$ cat config.mk
export PLATFORM = sky130hd
export DESIGN_NAME = lfsr_fifo
export DESIGN_NICKNAME = d
export VERILOG_FILES = /design/src/rtl/lfsr_fifo_pkg.sv /design/src/rtl/lfsr_ptr.sv /design/src/rtl/lfsr_fifo_mem.sv /design/src/rtl/lfsr_fifo.sv
export SDC_FILE = /design/constraint.sdc
export NUM_CORES = 1
export LEC_CHECK = 0
export ABC_AREA = 1
export BUFFER_PORTS_ARGS = -buffer_cell sky130_fd_sc_hd__buf_2
export CAP_MARGIN = 0
export CORE_ASPECT_RATIO = 1.5
export CORE_MARGIN = 2
export CORE_UTILIZATION = 35
export CTS_CLUSTER_SIZE = 10
export DETAILED_ROUTE_END_ITERATION = 8
export PLACE_DENSITY = 0.58
export SLEW_MARGIN = 20
export SYNTH_ARGS = -nofsm -noshare
export SYNTH_HDL_FRONTEND = slang
export SYNTH_SLANG_ARGS = --single-unit
export TNS_END_PERCENT = 50
$ cat constraint.sdc
create_clock -name clk_i -period 2.08 [get_ports clk_i]
set_input_delay 0.312 -clock clk_i [delete_from_list [all_inputs] [get_ports clk_i]]
set_output_delay 0.312 -clock clk_i [all_outputs]
set_load 0.02 [all_outputs]
$ cat src/rtl/lfsr_fifo_pkg.sv
package lfsr_fifo_pkg;

  // Feedback mask for a left-shifting XNOR register of width w.
  // Bit w-1 is always a tap; the others come from a maximum-period polynomial.
  function automatic logic [31:0] tap_mask(input int unsigned w);
    logic [31:0] m;
    case (w)
      3:       m = 32'h0000_0005;
      4:       m = 32'h0000_0009;
      5:       m = 32'h0000_0012;
      6:       m = 32'h0000_0021;
      7:       m = 32'h0000_0041;
      8:       m = 32'h0000_008E;
      9:       m = 32'h0000_0108;
      10:      m = 32'h0000_0204;
      11:      m = 32'h0000_0402;
      12:      m = 32'h0000_0CA0;
      default: m = 32'h0000_0000;
    endcase
    return m;
  endfunction

endpackage

$ cat src/rtl/lfsr_ptr.sv
module lfsr_ptr #(
  parameter int unsigned        W    = 4,
  parameter logic [W-1:0]       TAPS = '0
) (
  input  logic         clk_i,
  input  logic         rst_ni,
  input  logic         adv_i,
  output logic [W-1:0] ptr_o,
  output logic [W-1:0] nxt_o
);

  logic [W-1:0] ptr_q;

  // XNOR feedback: all-zeros is a legal start, all-ones is the lock-up state
  assign nxt_o = {ptr_q[W-2:0], ~^(ptr_q & TAPS)};
  assign ptr_o = ptr_q;

  always_ff @(posedge clk_i or negedge rst_ni) begin
    if (!rst_ni)    ptr_q <= '0;
    else if (adv_i) ptr_q <= nxt_o;
  end

endmodule

$ cat src/rtl/lfsr_fifo_mem.sv
module lfsr_fifo_mem #(
  parameter int unsigned DATA_W = 8,
  parameter int unsigned ADDR_W = 4,
  parameter int unsigned DEPTH  = 15
) (
  input  logic              clk_i,
  input  logic              rst_ni,
  input  logic              we_i,
  input  logic [ADDR_W-1:0] waddr_i,
  input  logic [DATA_W-1:0] wdata_i,
  input  logic              re_i,
  input  logic [ADDR_W-1:0] raddr_i,
  output logic [DATA_W-1:0] rdata_o
);

  logic [DATA_W-1:0] mem_q [DEPTH];
  logic [DATA_W-1:0] rdata_q;

  always_ff @(posedge clk_i) begin
    if (we_i) mem_q[waddr_i] <= wdata_i;
  end

  always_ff @(posedge clk_i or negedge rst_ni) begin
    if (!rst_ni)   rdata_q <= '0;
    else if (re_i) rdata_q <= mem_q[raddr_i];
  end

  assign rdata_o = rdata_q;

endmodule

$ cat src/rtl/lfsr_fifo.sv
module lfsr_fifo #(
  parameter int unsigned PTR_W  = 4,
  parameter int unsigned DATA_W = 8
) (
  input  logic              clk_i,
  input  logic              rst_ni,
  input  logic [DATA_W-1:0] wr_data_i,
  input  logic              wr_valid_i,
  output logic              full_o,
  input  logic              rd_pop_i,
  output logic [DATA_W-1:0] rd_data_o,
  output logic              empty_o
);

  // all-ones address is unreachable, so one entry fewer than 2^PTR_W
  localparam int unsigned      DEPTH = (1 << PTR_W) - 1;
  localparam logic [PTR_W-1:0] TAPS  = PTR_W'(lfsr_fifo_pkg::tap_mask(PTR_W));

  if (lfsr_fifo_pkg::tap_mask(PTR_W) == 32'd0) begin : g_bad_width
    $error("lfsr_fifo: PTR_W outside supported range 3..12");
  end

  logic [PTR_W-1:0] wr_ptr, wr_nxt, rd_ptr, rd_nxt;
  logic             push, pop;

  assign empty_o = (rd_ptr == wr_ptr);
  assign full_o  = (wr_nxt == rd_ptr);
  assign push    = wr_valid_i & ~full_o;
  assign pop     = rd_pop_i & ~empty_o;

  lfsr_ptr #(.W(PTR_W), .TAPS(TAPS)) u_wr_ptr (
    .clk_i (clk_i),
    .rst_ni(rst_ni),
    .adv_i (push),
    .ptr_o (wr_ptr),
    .nxt_o (wr_nxt)
  );

  lfsr_ptr #(.W(PTR_W), .TAPS(TAPS)) u_rd_ptr (
    .clk_i (clk_i),
    .rst_ni(rst_ni),
    .adv_i (pop),
    .ptr_o (rd_ptr),
    .nxt_o (rd_nxt)
  );

  lfsr_fifo_mem #(.DATA_W(DATA_W), .ADDR_W(PTR_W), .DEPTH(DEPTH)) u_mem (
    .clk_i  (clk_i),
    .rst_ni (rst_ni),
    .we_i   (push),
    .waddr_i(wr_ptr),
    .wdata_i(wr_data_i),
    .re_i   (pop),
    .raddr_i(rd_ptr),
    .rdata_o(rd_data_o)
  );

  logic unused_rd_nxt;
  assign unused_rd_nxt = ^rd_nxt;

endmodule

After elaboration in Yosys (flattened, before gate mapping)
Memories as Yosys holds them, arrays and structs flattened. A register that Yosys moved wholly into a read port is not among the register bits.
Cells that the tools add are included.
Storage, ports and cells
  logic and storage cells: 14
  register bits: 8
  latch bits: 0
  output and inout port bits: 10
  bits in read-only memories: 0
  memories: 1
  input port bits: 12
  RAM bits: 120
Operators by class
  shift-type cells: 0
  muxes and demuxes: 2
  equality and inequality tests: 2
  div/mod/pow operators: 0
  bitwise operators: 4
  order comparisons: 0
  add/subtract/negate cells: 0
  multiply operators: 0
  reductions and logical operators: 3
Memories
  u_mem.mem_q: words 15, bits a word 8, read ports 1, clocked after memory_dff 1, wr ports 1, line lfsr_fifo_mem.sv:16  | logic [DATA_W-1:0] mem_q [DEPTH];
Operators with widths (count)
  4-bit equality test: 2
  4-bit XNOR reduction: 2
  1-bit bitwise AND: 2
  1-bit 2-to-1 mux: 2
  1-bit NOT: 2
  1-bit zero test: 1

Longest topological paths before layout
  depth in word-level cells: 6
  depth in mapped cells: 10

Modules after synthesis
A second synthesis with hierarchy kept.
Second synthesis, totals
  cells, all modules: 603
  area, all modules: 6000.8 um^2
Modules (own cells, without submodules)
  lfsr_fifo_mem: times used 1, sequential area each 3803.6 um^2, area each 5442.7 um^2, cells each 513
  lfsr_ptr: times used 2, sequential area each 100.1 um^2, area each 188.9 um^2, cells each 22
  lfsr_fifo: times used 1, sequential area each 0.0 um^2, area each 180.2 um^2, cells each 46

Worst setup path after synthesis
No wires, ideal clock.
  kind: register to register
  from: reg u_wr_ptr.ptr_q[0], in the netlist u_wr_ptr.ptr_o[0]
  to: mem u_mem.mem_q[3][0], enable pin
  arrival time: 1501 ps
  period minus slack after synthesis: 1871 ps
  required time: 1710 ps
  cell stages (with the launch flop): 10
  library setup time: 370 ps
  slack: 209 ps
  cell sequence: dfrtp_1 -> buf_4 -> inv_1 -> nand2_1 -> nand2_1 -> nand2_1 -> nand4_4 -> nand2_4 -> buf_6 -> nor2_1
On the way
  word-level cells in the longest chain between the ends: 6
Ends and longest elaborated chain
  start, declared: line lfsr_ptr.sv:12  | logic [W-1:0] ptr_q;
  start signal, assigned: line lfsr_ptr.sv:20  | else if (adv_i) ptr_q <= nxt_o;
  4-bit XNOR reduction: line lfsr_ptr.sv:15  | assign nxt_o = {ptr_q[W-2:0], ~^(ptr_q & TAPS)};
  4-bit equality test: line lfsr_fifo.sv:27  | assign full_o = (wr_nxt == rd_ptr);
  1-bit NOT: line lfsr_fifo.sv:28  | assign push = wr_valid_i & ~full_o;
  1-bit bitwise AND: line lfsr_fifo.sv:28
  1-bit 2-to-1 mux: line lfsr_fifo_mem.sv:20  | if (we_i) mem_q[waddr_i] <= wdata_i;
  1-bit 2-to-1 mux (implied by the code): line lfsr_fifo_mem.sv:20
  end, declared: line lfsr_fifo_mem.sv:16
Parallel ways exist; a longest one is shown, timed or not.

Worst setup path after layout
  from: reg u_rd_ptr.ptr_q[1], in the netlist u_rd_ptr.ptr_o[1]
  to: out empty_o
On the way
  word-level cells in the longest chain between the ends: 1
Ends and longest elaborated chain
  start, declared: line lfsr_ptr.sv:12
  start signal, assigned: line lfsr_ptr.sv:20
  4-bit equality test: line lfsr_fifo.sv:26  | assign empty_o = (rd_ptr == wr_ptr);
  end, declared: line lfsr_fifo.sv:12  | output logic empty_o
Every way passes these cells.

==> results.py <==
metrics = {
    "floorplanning": {
        "core_area_mm2": 0.0162,
        "die_area_mm2": 0.0176,
        "die_h_um": 162,
        "die_w_um": 109,
        "num_io_pins": 22,
        "placementRows": 57,
        "initial_core_util_pct": 35.8,
    },
    "yosys": {
        "synth_area_leaders": "edfxtp_1 62%, nand2_1 12%, dfrtp_1 6.9%, nand3_1 5.6%, nor2_1 4.5%",
        "ys_top_cells_by_count": "183 x nand2_1, 120 x edfxtp_1, 69 x nor2_1, 65 x nand3_1, 24 x o21ai_0",
        "post_synth_num_cell_types": 22,
        "synth-edff-count": 120,
        "yosysWarnings": 0,
        "synth_cells": 549,
        "synth_seq_area_share_pct": 69.0,
        "syn_avg_cell_area_um2": 10.6,
        "synth_area_mm2": 0.00580,
        "synthFlopType": "edfxtp_1",
        "synth_top_area_share_pct": 62.1,
        "synth_largest_area_cell": "edfxtp_1",
        "synth_most_common_cell": "nand2_1",
        "async_reset_ff_share_pct": 11.8,
        "synth_seq_cells": 136,
        "synth_nets": 561,
    },
    "cts": {
        "insertion_delay_ps": 420,
        "numCtsBuffers": 17,
        "ctsHtreeMaxLevel": 4,
        "clk_pin_slew_ps": 60,
        "cts_tree": "built",
        "cts_setup_buffers": 0,
        "clockRootBuffer": "clkbuf_16",
        "clockBufferDepth": 2,
        "cts_sinks": 136,
    },
    "power_and_ir_drop": {
        "p_comb_share_pct": 33.7,
        "power.net_switching_mw": 3.80,
        "total_power_mw": 10.1,
        "clock_power_share_pct": 30.4,
        "power_density_mw_per_mm2": 1480,
        "power_frac_seq_pct": 35.9,
        "netSwitchingFraction_pct": 37.8,
        "p_int_mw": 6.26,
        "leakagePower_nw": 2.71,
        "irDropWorstVdd_mv": 0.833,
    },
    "finish": {
        "finish.utilization_pct": 42.0,
        "insertedDiodeCount": 0,
        "nets": 595,
        "drive_gt1_share_pct": 15.1,
        "syn2layout_area_growth_pct": 17.2,
    },
    "route": {
        "vias": 4034,
        "vias_per_cell": 5.03,
        "avgRoutedWirePerCell_um": 18.8,
        "final_antenna_net_count": 0,
        "drt_pre_antenna_iters": 5,
        "wl_met3_um": 663,
        "routed_wl_um": 15100,
        "drc": 0,
        "wl_met2_um": 8220,
        "drt-met1-wl_um": 5610,
        "drtIter0Drc": 373,
        "top_layer": "met4",
    },
    "setup_path": {
        "path_buf_inv": 3,
        "critPathCaptureType": "output port",
        "cp_max_fo": 11,
        "cp_slowest_cell": "dfrtp_1",
        "cpPeakStageDelay_ps": 430,
        "crit_type": "flop to output port",
        "crit_required_ps": 1770,
        "startpoint_type": "flop",
        "critPathArrivalTime_ps": 1690,
        "path_cells": "inv_1, nand2_1, nand2_1, nor2_2, nand2_2, inv_1, buf_2",
        "cpLargestDelayFamily": "buffers and inverters",
    },
    "global_route": {
        "grt_pass1_wl_um": 23600,
        "overflow": 0,
        "grt_max_degree": 41,
        "grt_util_all_layers_pct": 18.5,
        "grt_pass1_vias": 4166,
        "antenna_found_initial": 0,
    },
    "run": {
        "maxCapViolCount": 0,
    },
    "placement": {
        "io_buffers": 21,
        "dpl.hpwl_um": 10200,
        "place.gp.congestion": 0.882,
    },
    "sta": {
        "hold_viol": 0,
        "rsz0062_at_grt": "true",
        "period_needed_ps": 2000,
        "finalSetupViolations": 0,
        "fin_skew_ps": 16.1,
        "tightest_slew_ps": 487,
        "max-slew-margin-rel_pct": 67.4,
        "fmax_ghz": 0.499,
        "fin_crit_sh_pct": 96.4,
        "final-max-slew-violation-count": 0,
    },
    "run_status": {
        "outcome": "complete, no violations",
    },
    "worst_hold_path": {
        "hp-class": "input pin to flop",
    },
}
## through the flow
step,TNS [ps],setup WS [ps],cell area [um2],cells,hold slack (ps)
after global placement,0,301,6190,769,259
after global routing,-40.0,-40.0,6800,802,223
final,0,75.4,6800,802,219
after detailed placement,0,292,6190,769,267
after CTS,0,33.2,6800,802,202
after floorplan,0,209,5800,549,16.4
## cells in the final DEF, fill, tap and decap left out, drive strengths merged, types with 7 or more instances in the layout
cell type,netlist,routed
clkbuf,8,17
inv,25,28
o21ai,24,24
nand2,186,186
nand3,65,65
clkinv,0,7
dfrtp,16,16
edfxtp,120,120
buf,22,44
nor2,72,72
## per-layer routing
layer,GRT usage [%],vias to the layer above
met3,3.25,30
met4,9.79,0
met2,33.4,159
met1,20.3,1940
met5,0,-
li1,-,1905
## worst paths after layout
check,from,to,slack (ps),cells after the start
worst max-delay path,u_rd_ptr.ptr_o[1]$_DFFE_PN0P_,empty_o,80,7
worst min-delay path,wr_valid_i,u_wr_ptr.ptr_o[3]$_DFFE_PN0P_,220,3
worst max register to register,u_wr_ptr.ptr_o[0]$_DFFE_PN0P_,u_mem.mem_q[3][1]$_DFFE_PP_,320,8
worst min register to register,u_mem.rdata_o[6]$_DFFE_PN0P_,u_mem.rdata_o[6]$_DFFE_PN0P_,500,2
max in group asynchronous,rst_ni,u_wr_ptr.ptr_o[0]$_DFFE_PN0P_,1410,2
min in group asynchronous,rst_ni,u_rd_ptr.ptr_o[2]$_DFFE_PN0P_,350,2
## final cells by class
class                   count  area, um2
clock buffers              17        425
inverters                  25       93.8
well taps                 206        258
repair buffers             45        300
flip-flops and latches    136       4010
multi-input cells         358       1540
clock inverters            15        176
fillers                  1519       9390
## logic make-up after synthesis
kind of cell           after synthesis  synth area share, %
AO/OA/AOI/OAI                       30                 2.83
XOR/XNOR                             4                0.604
buffers and inverters               55                 4.46
flip-flops                         136                 69.0
AND/OR/NAND/NOR                    324                 23.1
## power groups by stage
stage	Clock (mW)	Sequential (mW)	Combinational (mW)
after global routing	3.23	3.65	3.77
after CTS	3.11	3.60	3.38
after detailed placement	0	3.65	3.36
final	3.06	3.61	3.39
after global placement	0	3.64	3.33
after floorplan	0	3.60	2.35
## worst reg2reg max path, delay by kind of cell (launching register included)
family,cells,cell delay [ps]
and+or+nand+nor,6,740
buffers and inverters,2,280
DFF,1,460
## flip-flops by register name, summed over array words and instances, names as in the netlist
register	count
u_wr_ptr.ptr_o	4
u_rd_ptr.ptr_o	4
u_mem.mem_q	120
u_mem.rdata_o	8
## repair_timing
action / CTS / global route
hold buffers: 1 / 0
setup endpoints to repair: 0 / 2
hold endpoints to repair: 16 / 0
resized for setup: 0 / 2
Power figures use the tool's default switching activity.
